==> config.mk <==
export PLATFORM = sky130hd
export DESIGN_NAME = range_hist
export DESIGN_NICKNAME = d
export VERILOG_FILES = /design/src/rtl/range_hist_pkg.sv /design/src/rtl/range_hist_sel.sv /design/src/rtl/range_hist_bin.sv /design/src/rtl/range_hist_snap.sv /design/src/rtl/range_hist.sv
export SDC_FILE = /design/constraint.sdc
export NUM_CORES = 1
export LEC_CHECK = 0
export ABC_AREA = 1
export BUFFER_PORTS_ARGS = -buffer_cell sky130_fd_sc_hd__buf_2
export CAP_MARGIN = 20
export CORE_UTILIZATION = 55
export CTS_BUF_LIST = sky130_fd_sc_hd__clkbuf_16
export DETAILED_ROUTE_END_ITERATION = 16
export GPL_TIMING_DRIVEN = 0
export PLACE_DENSITY = 0.69
export SLEW_MARGIN = 0
export SYNTH_ARGS = -nofsm -noshare
export SYNTH_HDL_FRONTEND = slang
export SYNTH_HIERARCHICAL = 1
export SYNTH_SLANG_ARGS = --single-unit
==> constraint.sdc <==
create_clock -name clk -period 2.7 [get_ports clk]
set_clock_uncertainty 0.05 [all_clocks]
set_input_delay 0.27 -clock clk [delete_from_list [all_inputs] [get_ports clk]]
set_output_delay 0.27 -clock clk [all_outputs]
set_load 0.03 [all_outputs]
==> src/rtl/range_hist_pkg.sv <==
package range_hist_pkg;

  localparam int unsigned NBINS  = 3;
  localparam int unsigned CODE_W = 2;

  typedef enum logic [1:0] {
    SEL_Y    = 2'd0,
    SEL_U    = 2'd1,
    SEL_V    = 2'd2,
    SEL_NONE = 2'd3
  } chan_sel_e;

  // Map one sample onto the bins it hits: grade k lands in bin k-1,
  // an underflow is folded into the mildest bin.
  function automatic logic [NBINS-1:0] bin_hits(input logic valid,
                                                input logic [CODE_W-1:0] code,
                                                input logic unf);
    logic [NBINS-1:0] h;
    h = '0;
    if (valid) begin
      for (int k = 1; k <= NBINS; k++) begin
        if (int'(code) == k) h[k-1] = 1'b1;
      end
      if (unf) h[0] = 1'b1;
    end
    return h;
  endfunction

endpackage

==> src/rtl/range_hist_sel.sv <==
module range_hist_sel
  import range_hist_pkg::*;
(
  input  logic              clk,
  input  logic              rst_n,
  input  logic              field_start,
  input  logic              sample_valid,
  input  logic [1:0]        chan_sel,
  input  logic [CODE_W-1:0] ovf_y,
  input  logic [CODE_W-1:0] ovf_u,
  input  logic [CODE_W-1:0] ovf_v,
  input  logic              unf_u,
  input  logic              unf_v,
  output logic [NBINS-1:0]  bin_hit,
  output logic [1:0]        active_sel
);

  chan_sel_e        sel_q;
  chan_sel_e        eff_sel;
  logic [CODE_W-1:0] mon_code;
  logic              mon_unf;

  // The selector is sampled only at a field boundary.
  always_ff @(posedge clk) begin
    if (!rst_n)           sel_q <= SEL_Y;
    else if (field_start) sel_q <= chan_sel_e'(chan_sel);
  end

  // A sample coinciding with the boundary already belongs to the new field.
  assign eff_sel = field_start ? chan_sel_e'(chan_sel) : sel_q;

  always_comb begin
    mon_code = '0;
    mon_unf  = 1'b0;
    case (eff_sel)
      SEL_Y: mon_code = ovf_y;
      SEL_U: begin mon_code = ovf_u; mon_unf = unf_u; end
      SEL_V: begin mon_code = ovf_v; mon_unf = unf_v; end
      default: begin mon_code = '0; mon_unf = 1'b0; end
    endcase
  end

  assign bin_hit    = bin_hits(sample_valid, mon_code, mon_unf);
  assign active_sel = sel_q;

  assert_sel_load_R4: assert property (@(posedge clk) disable iff (!rst_n)
    field_start |=> active_sel == $past(chan_sel));
  assert_sel_hold_R4: assert property (@(posedge clk) disable iff (!rst_n)
    !field_start |=> $stable(active_sel));
  assert_idle_nohit_R3: assert property (@(posedge clk) disable iff (!rst_n)
    !sample_valid |-> bin_hit == '0);
  assert_luma_unf_ignored_R5: assert property (@(posedge clk) disable iff (!rst_n)
    (!field_start && active_sel == 2'd0 && ovf_y == '0) |-> bin_hit == '0);
  assert_none_quiet_R4: assert property (@(posedge clk) disable iff (!rst_n)
    (!field_start && active_sel == 2'd3) |-> bin_hit == '0);

endmodule

==> src/rtl/range_hist_bin.sv <==
module range_hist_bin #(
  parameter int unsigned CNT_W = 16
) (
  input  logic             clk,
  input  logic             rst_n,
  input  logic             field_start,
  input  logic             hit,
  output logic [CNT_W-1:0] count
);

  localparam logic [CNT_W-1:0] CNT_MAX = {CNT_W{1'b1}};

  // Next live count: restart on a boundary, otherwise saturating increment.
  function automatic logic [CNT_W-1:0] next_count(input logic [CNT_W-1:0] cur,
                                                  input logic restart,
                                                  input logic inc);
    if (restart)                  return inc ? CNT_W'(1) : '0;
    else if (inc && cur != CNT_MAX) return cur + CNT_W'(1);
    else                          return cur;
  endfunction

  always_ff @(posedge clk) begin
    if (!rst_n) count <= '0;
    else        count <= next_count(count, field_start, hit);
  end

  assert_sat_hold_R8: assert property (@(posedge clk) disable iff (!rst_n)
    (!field_start && count == CNT_MAX) |=> count == CNT_MAX);
  assert_single_step_R2: assert property (@(posedge clk) disable iff (!rst_n)
    !field_start |=> (count == $past(count) || count == $past(count) + CNT_W'(1)));
  assert_restart_R7: assert property (@(posedge clk) disable iff (!rst_n)
    field_start |=> count <= CNT_W'(1));

endmodule

==> src/rtl/range_hist_snap.sv <==
module range_hist_snap
  import range_hist_pkg::*;
#(
  parameter int unsigned CNT_W = 16
) (
  input  logic                        clk,
  input  logic                        rst_n,
  input  logic                        field_start,
  input  logic [NBINS-1:0][CNT_W-1:0] live,
  input  logic [1:0]                  rd_addr,
  output logic [CNT_W-1:0]            rd_data
);

  logic [NBINS-1:0][CNT_W-1:0] frozen;

  for (genvar b = 0; b < NBINS; b++) begin : g_frz
    always_ff @(posedge clk) begin
      if (!rst_n)           frozen[b] <= '0;
      else if (field_start) frozen[b] <= live[b];
    end

    assert_snap_load_R6: assert property (@(posedge clk) disable iff (!rst_n)
      field_start |=> frozen[b] == $past(live[b]));
    assert_snap_hold_R6: assert property (@(posedge clk) disable iff (!rst_n)
      !field_start |=> $stable(frozen[b]));
  end

  always_comb begin
    rd_data = '0;
    for (int b = 0; b < NBINS; b++) begin
      if (int'(rd_addr) == b) rd_data = frozen[b];
    end
  end

endmodule

==> src/rtl/range_hist.sv <==
module range_hist
  import range_hist_pkg::*;
#(
  parameter int unsigned CNT_W = 16
) (
  input  logic             clk,
  input  logic             rst_n,
  input  logic             field_start,
  input  logic             sample_valid,
  input  logic [1:0]       chan_sel,
  input  logic [1:0]       ovf_y,
  input  logic [1:0]       ovf_u,
  input  logic [1:0]       ovf_v,
  input  logic             unf_u,
  input  logic             unf_v,
  input  logic [1:0]       rd_addr,
  output logic [CNT_W-1:0] rd_data
);

  logic [NBINS-1:0]            bin_hit;
  logic [1:0]                  active_sel;
  logic [NBINS-1:0][CNT_W-1:0] live;

  range_hist_sel u_sel (
    .clk          (clk),
    .rst_n        (rst_n),
    .field_start  (field_start),
    .sample_valid (sample_valid),
    .chan_sel     (chan_sel),
    .ovf_y        (ovf_y),
    .ovf_u        (ovf_u),
    .ovf_v        (ovf_v),
    .unf_u        (unf_u),
    .unf_v        (unf_v),
    .bin_hit      (bin_hit),
    .active_sel   (active_sel)
  );

  for (genvar b = 0; b < NBINS; b++) begin : g_bin
    range_hist_bin #(.CNT_W(CNT_W)) u_bin (
      .clk         (clk),
      .rst_n       (rst_n),
      .field_start (field_start),
      .hit         (bin_hit[b]),
      .count       (live[b])
    );
  end

  range_hist_snap #(.CNT_W(CNT_W)) u_snap (
    .clk         (clk),
    .rst_n       (rst_n),
    .field_start (field_start),
    .live        (live),
    .rd_addr     (rd_addr),
    .rd_data     (rd_data)
  );

  assert_reset_clear_R1: assert property (@(posedge clk)
    !rst_n |=> (live == '0));
  assert_bin_step_R2: assert property (@(posedge clk) disable iff (!rst_n)
    (!field_start && !sample_valid) |=> $stable(live));

endmodule

After elaboration in Yosys (flattened, before gate mapping)
Cells that the tools add are included.
Storage, ports and cells
  flip-flop bits (word level): 98
  bits in latches: 0
  memory bits (writable): 0
  ROM bits: 0
  input bits: 16
  logic and storage cells: 48
  memories: 0
Operators by class
  $add $sub $neg: 3
  multipliers: 0
  divide/modulo/power cells: 0
  $lt $le $gt $ge: 0
  eq/ne operators: 10
  shifts and indexed selects: 0
  multiplexer cells: 20
  bitwise operators: 0
  reductions and logical operators: 8
Operators by type and width (number)
  16-bit 2-to-1 mux: 9
  16-bit by 1-bit adder with 16-bit output (second input constant): 3
  16-bit inequality test (second input constant): 3
  2-bit equality test (second input constant): 5
  1-bit 2-to-1 mux: 7
  2-bit one-hot mux with 3 select lines: 1
  2-bit nonzero test: 3
  2-bit by 1-bit equality test with 1-bit output (second input constant): 2
  2-bit logical NOT: 2
  1-bit logical AND: 3
  3-bit 2-to-1 mux: 1
  2-bit 2-to-1 mux: 1
  1-bit one-hot mux with 2 select lines: 1

Depth between registers and ports, before layout
  word-level depth: 10
  mapped depth: 16
  gate-level depth less buffers: 16

Modules after synthesis
Netlist, hierarchy kept.
By module, submodules not included
  range_hist_bin: instances 3, cells an instance 160, area an instance 1006.0 µm², seq. area each 320.3 µm²
  range_hist_snap: instances 1, cells an instance 282, area an instance 2058.2 µm², seq. area each 960.9 µm²
  range_hist_sel: instances 1, cells an instance 39, area an instance 259.0 µm², seq. area each 40.0 µm²

Worst setup path before layout
OpenSTA, ideal clock, no wires.
  path type: flip-flop to flip-flop
  start: register u_sel.sel_q[0] (netlist: u_sel/active_sel[0])
  end: register g_bin[0].u_bin.count[13]
  arrival: 1.890 ns
  path slack: 0.647 ns
  cell stages (with the launch flop): 15
  path through: dfxtp_1 o21ai_1 inv_1 ha_1 nand2_1 nand2_2 nor2_2 nand3_2 a21oi_2 inv_1 nor2_1 buf_6 nand3_1 nand2_1 nor2_1
On the way
  longest elaborated chain between the ends: 9
  elaborated cells on any way between the ends: 12
Ends and longest elaborated chain
  start: declaration: line range_hist_sel.sv:18  | chan_sel_e sel_q;
  start signal: assignment: line range_hist_sel.sv:26  | else if (field_start) sel_q <= chan_sel_e'(chan_sel);
  2-bit 2-to-1 mux *: line range_hist_sel.sv:30  | assign eff_sel = field_start ? chan_sel_e'(chan_sel) : sel_q;
  named net u_sel.eff_sel[0]: line range_hist_sel.sv:19  | chan_sel_e eff_sel;
  2-bit equality test (tied with other cells): line range_hist_sel.sv:35  | case (eff_sel)
  2-bit one-hot mux with 3 select lines: line range_hist_sel.sv:35
  2-bit equality test: line range_hist_pkg.sv:22  | if (int'(code) == k) h[k-1] = 1'b1;
  1-bit 2-to-1 mux: line range_hist_pkg.sv:22
  1-bit 2-to-1 mux *: line range_hist_pkg.sv:24  | if (unf) h[0] = 1'b1;
  3-bit 2-to-1 mux *: line range_hist_pkg.sv:20  | if (valid) begin
  named net bin_hit[0]: line range_hist.sv:20  | logic [NBINS-1:0] bin_hit;
  1-bit logical AND *: line range_hist_bin.sv:18  | else if (inc && cur != CNT_MAX) return cur + CNT_W'(1);
  2-bit nonzero test (no source line) *
  end signal: assignment: line range_hist_bin.sv:24  | else count <= next_count(count, field_start, hit);
  end: declaration: line range_hist_bin.sv:8  | output logic [CNT_W-1:0] count
The timed path passes the listed nets; every way through them passes the cells marked *.
A chain may end at the register's enable or synchronous reset.

Worst setup path in the final report
  start: register u_sel.sel_q[0] (netlist: u_sel/active_sel[0])
  end: register g_bin[1].u_bin.count[2]
On the way
  longest elaborated chain between the ends: 8
  elaborated cells on any way between the ends: 10
Ends and longest elaborated chain (line)
  2-bit 2-to-1 mux *: range_hist_sel.sv:30
  named net u_sel.eff_sel[0]: range_hist_sel.sv:19
  2-bit equality test (tied with other cells): range_hist_sel.sv:35
  2-bit one-hot mux with 3 select lines *: range_hist_sel.sv:35
  2-bit equality test *: range_hist_pkg.sv:22
  1-bit 2-to-1 mux *: range_hist_pkg.sv:22
  3-bit 2-to-1 mux *: range_hist_pkg.sv:20
  named net bin_hit[1]: range_hist.sv:20
  1-bit logical AND *: range_hist_bin.sv:18
  2-bit nonzero test (no source line) *
  end signal: assignment: range_hist_bin.sv:24
  end: declaration: range_hist_bin.sv:8
Marks and branches as above.

==> flow_summary.toml <==
[cts]
root_buffer = "clkbuf_16"
clk_latency_ns = 0.33
post_cts_buffers = 0
clk_pin_slew_ns = 0.06
clk_path_buf_depth = 2
cts_tree = "done"
numCtsBuffers = 9
clock-sinks = 98
htree_levels = 3

[sta]
period_share_pct = 90.41
max_freq_mhz = 409.6
period_minus_slack_ns = 2.441
slew_headroom_pct = 55.52
setup_viol = 0
hold_slack_ns = 0.2937
hold_viol_final = 0
drv_slew = 0
worst_slew_pin_slew_ns = 0.6648
layout_setup_ws_ns = 0.2588
tns_ns = 0

[die]
io_pins = 32
design.core.area_sq_mm = 0.009328
num_rows = 35
die_y_um = 100.5
die-area_sq_mm = 0.01010
initial_utilization_pct = 57.20
fp.dieW_um = 100.5

[setup_path]
worstPathArrival_ns = 2.66
worstPathRequired_ns = 2.91
crit_fanout = 10
crit_type = "reg2reg"
cp-start-kind = "flip-flop"
cp-end-kind = "flip-flop"

[placement]
placed_cells = 959
hpwlAfterDp_um = 10480
dp_slack_ns = -0.2792
gp_congestion = 0.8644
port_buffers = 29
place_area_sq_mm = 0.005642

[layout]
area_delta_synth_final_pct = 11.14
finalNetCount = 864
fin_cells = 975
finalCoreUtilization_pct = 63.57
drive_gt1_share_pct = 12.65
regArea_sq_mm = 0.001962
multiInputGateArea_sq_mm = 0.002925
final_area_sq_mm = 0.005929
antenna_cells = 0
fillers = 893

[min_path]
hold_path_class = "in2reg"

[grt]
grt_pass1_wl_um = 22960
grt-ovfl-total = 0
grt_pass1_vias = 4681
grt_max_degree = 24
gr-usage-all-layers_pct = 29.21
grt_antenna_before_repair = 0

[logic_synthesis]
ys_warn_count = 6
syn_nets = 824
synthCells = 801
ys_seq_area_share_pct = 36.77
syn_area_sq_mm = 0.005335
ys_types = 28
ys_ff_latch = 98
syn_area_per_cell_sq_um = 6.661

[power]
leakage_nw = 2.493
power_mw = 3.143
p_per_area_mw_per_mm2 = 530.0
ir_drop_uv = 334.6

[route]
ant_nets = 0
drt_wl_total_um = 14050
dr_total_vias = 5281
vias_per_cell = 5.416
firstDrtPassIters = 5
drt_first_iter_violations = 433
wl_per_cell_um = 14.41
drc = 0

[flow_run]
cap_violations = 0

[status]
outcome = "completed"
## cells in the mapped netlist
library cell	n	area share, %
o21ai_4	3	0.91
inv_1	70	4.9
nand2_4	6	1.3
nand3_2	2	0.38
a21oi_2	1	0.16
buf_6	7	1.5
nand2_2	11	1.3
inv_2	1	0.070
nor2_1	166	12
nand4_1	12	1.4
dfxtp_1	98	37
buf_2	4	0.38
o21ai_1	7	0.66
buf_12	1	0.38
o21ai_0	52	4.9
nor2_4	7	1.5
xor2_1	12	2.0
clkbuf_1	12	0.84
nand2_1	157	11
nand3b_1	3	0.42
buf_4	4	0.56
nor3_2	2	0.38
nor3_1	3	0.28
ha_1	7	1.6
nand3_1	108	10
a21oi_1	30	2.8
nor2_2	14	1.6
o21ai_2	1	0.16
## report_power, final
part	switching [mW]	internal (mW)	leakage, nW
clock network	0.558	0.622	0.126
logic	0.274	0.133	1.56
registers	0.0534	1.50	0.802
## critical path: stages (launching register included)
cell and delay, ns:
dfxtp_1 0.30, o21ai_1 0.29, inv_1 0.11, ha_1 0.24, nand2_1 0.08, nand3_2 0.14, nor3_4 0.38, inv_1 0.09
nor2_1 0.28, buf_6 0.19, nand3_1 0.07, a21oi_1 0.14
## sequential cells by signal, indices dropped and copies added (netlist names)
signal / cells
g_bin.u_bin/count: 48
u_sel/active_sel: 2
u_snap/frozen: 48
## metal layers
metal	vias to the layer above	GRT usage, %	share of wire, %
li1	2660	-	-
met1	2421	42.64	48
met2	182	45.26	44
met3	18	4.092	5.7
met4	0	7.581	1.8
met5	-	0	0
## cells in the final DEF, fill, tap and decap left out, types with 2 or more instances in the layout
cell type and instances:
clkinv_4 2, clkbuf_1 12, dfxtp_1 98, nor3_1 3, buf_2 32, a21oi_1 30, nor3_4 2, nor2_1 166
buf_6 7, nand2_2 11, nand3b_1 3, nand2_1 157, o21ai_0 52, nand3_2 2, nor2_4 7, inv_1 71
o21ai_1 7, buf_4 4, nor2_2 14, nand2_4 6, o21ai_4 3, clkinvlp_4 3, nand3_1 108, ha_1 7
nand4_1 12, xor2_1 12, clkbuf_16 9
## kinds of logic (layout without fill, tap and decap cells)
| family | count (synthesis) | after routing | synth area share (%) |
|---|---|---|---|
| flops | 98 | 98 | 36.77 |
| simple gates | 491 | 491 | 41.39 |
| fa+ha+maj | 7 | 7 | 1.642 |
| xor+xnor | 12 | 12 | 1.970 |
| buf+inv | 99 | 144 | 8.630 |
| compound gates | 94 | 94 | 9.592 |
## final cells by class
class,instances,share of cell area [%]
timing repair buffer,29,2.490
inverter,71,4.495
clock buffer,9,3.798
clock inverter,7,0.8019
tap,129,2.722
buffer,28,3.271
multi-input combinational,604,49.34
sequential,98,33.09
## repair_timing
action | in CTS | in global routing
gates resized for setup | 0 | 3
hold buffers | 0 | 0
endpoints found under the setup margin | 0 | 19
## path summary, 6_finish.rpt
| kind | start | end | slack [ns] | cells after the start |
|---|---|---|---|---|
| worst max-delay path | u_sel/active_sel[0] | g_bin[1].u_bin/count[2] | 0.26 | 11 |
| worst min-delay path | chan_sel[1] | u_sel/active_sel[1] | 0.29 | 5 |
| worst max register to register | u_sel/active_sel[0] | g_bin[1].u_bin/count[2] | 0.26 | 11 |
| worst min register to register | u_snap/frozen[16] | u_snap/frozen[16] | 0.45 | 2 |
(Power assumes the default switching activity.)
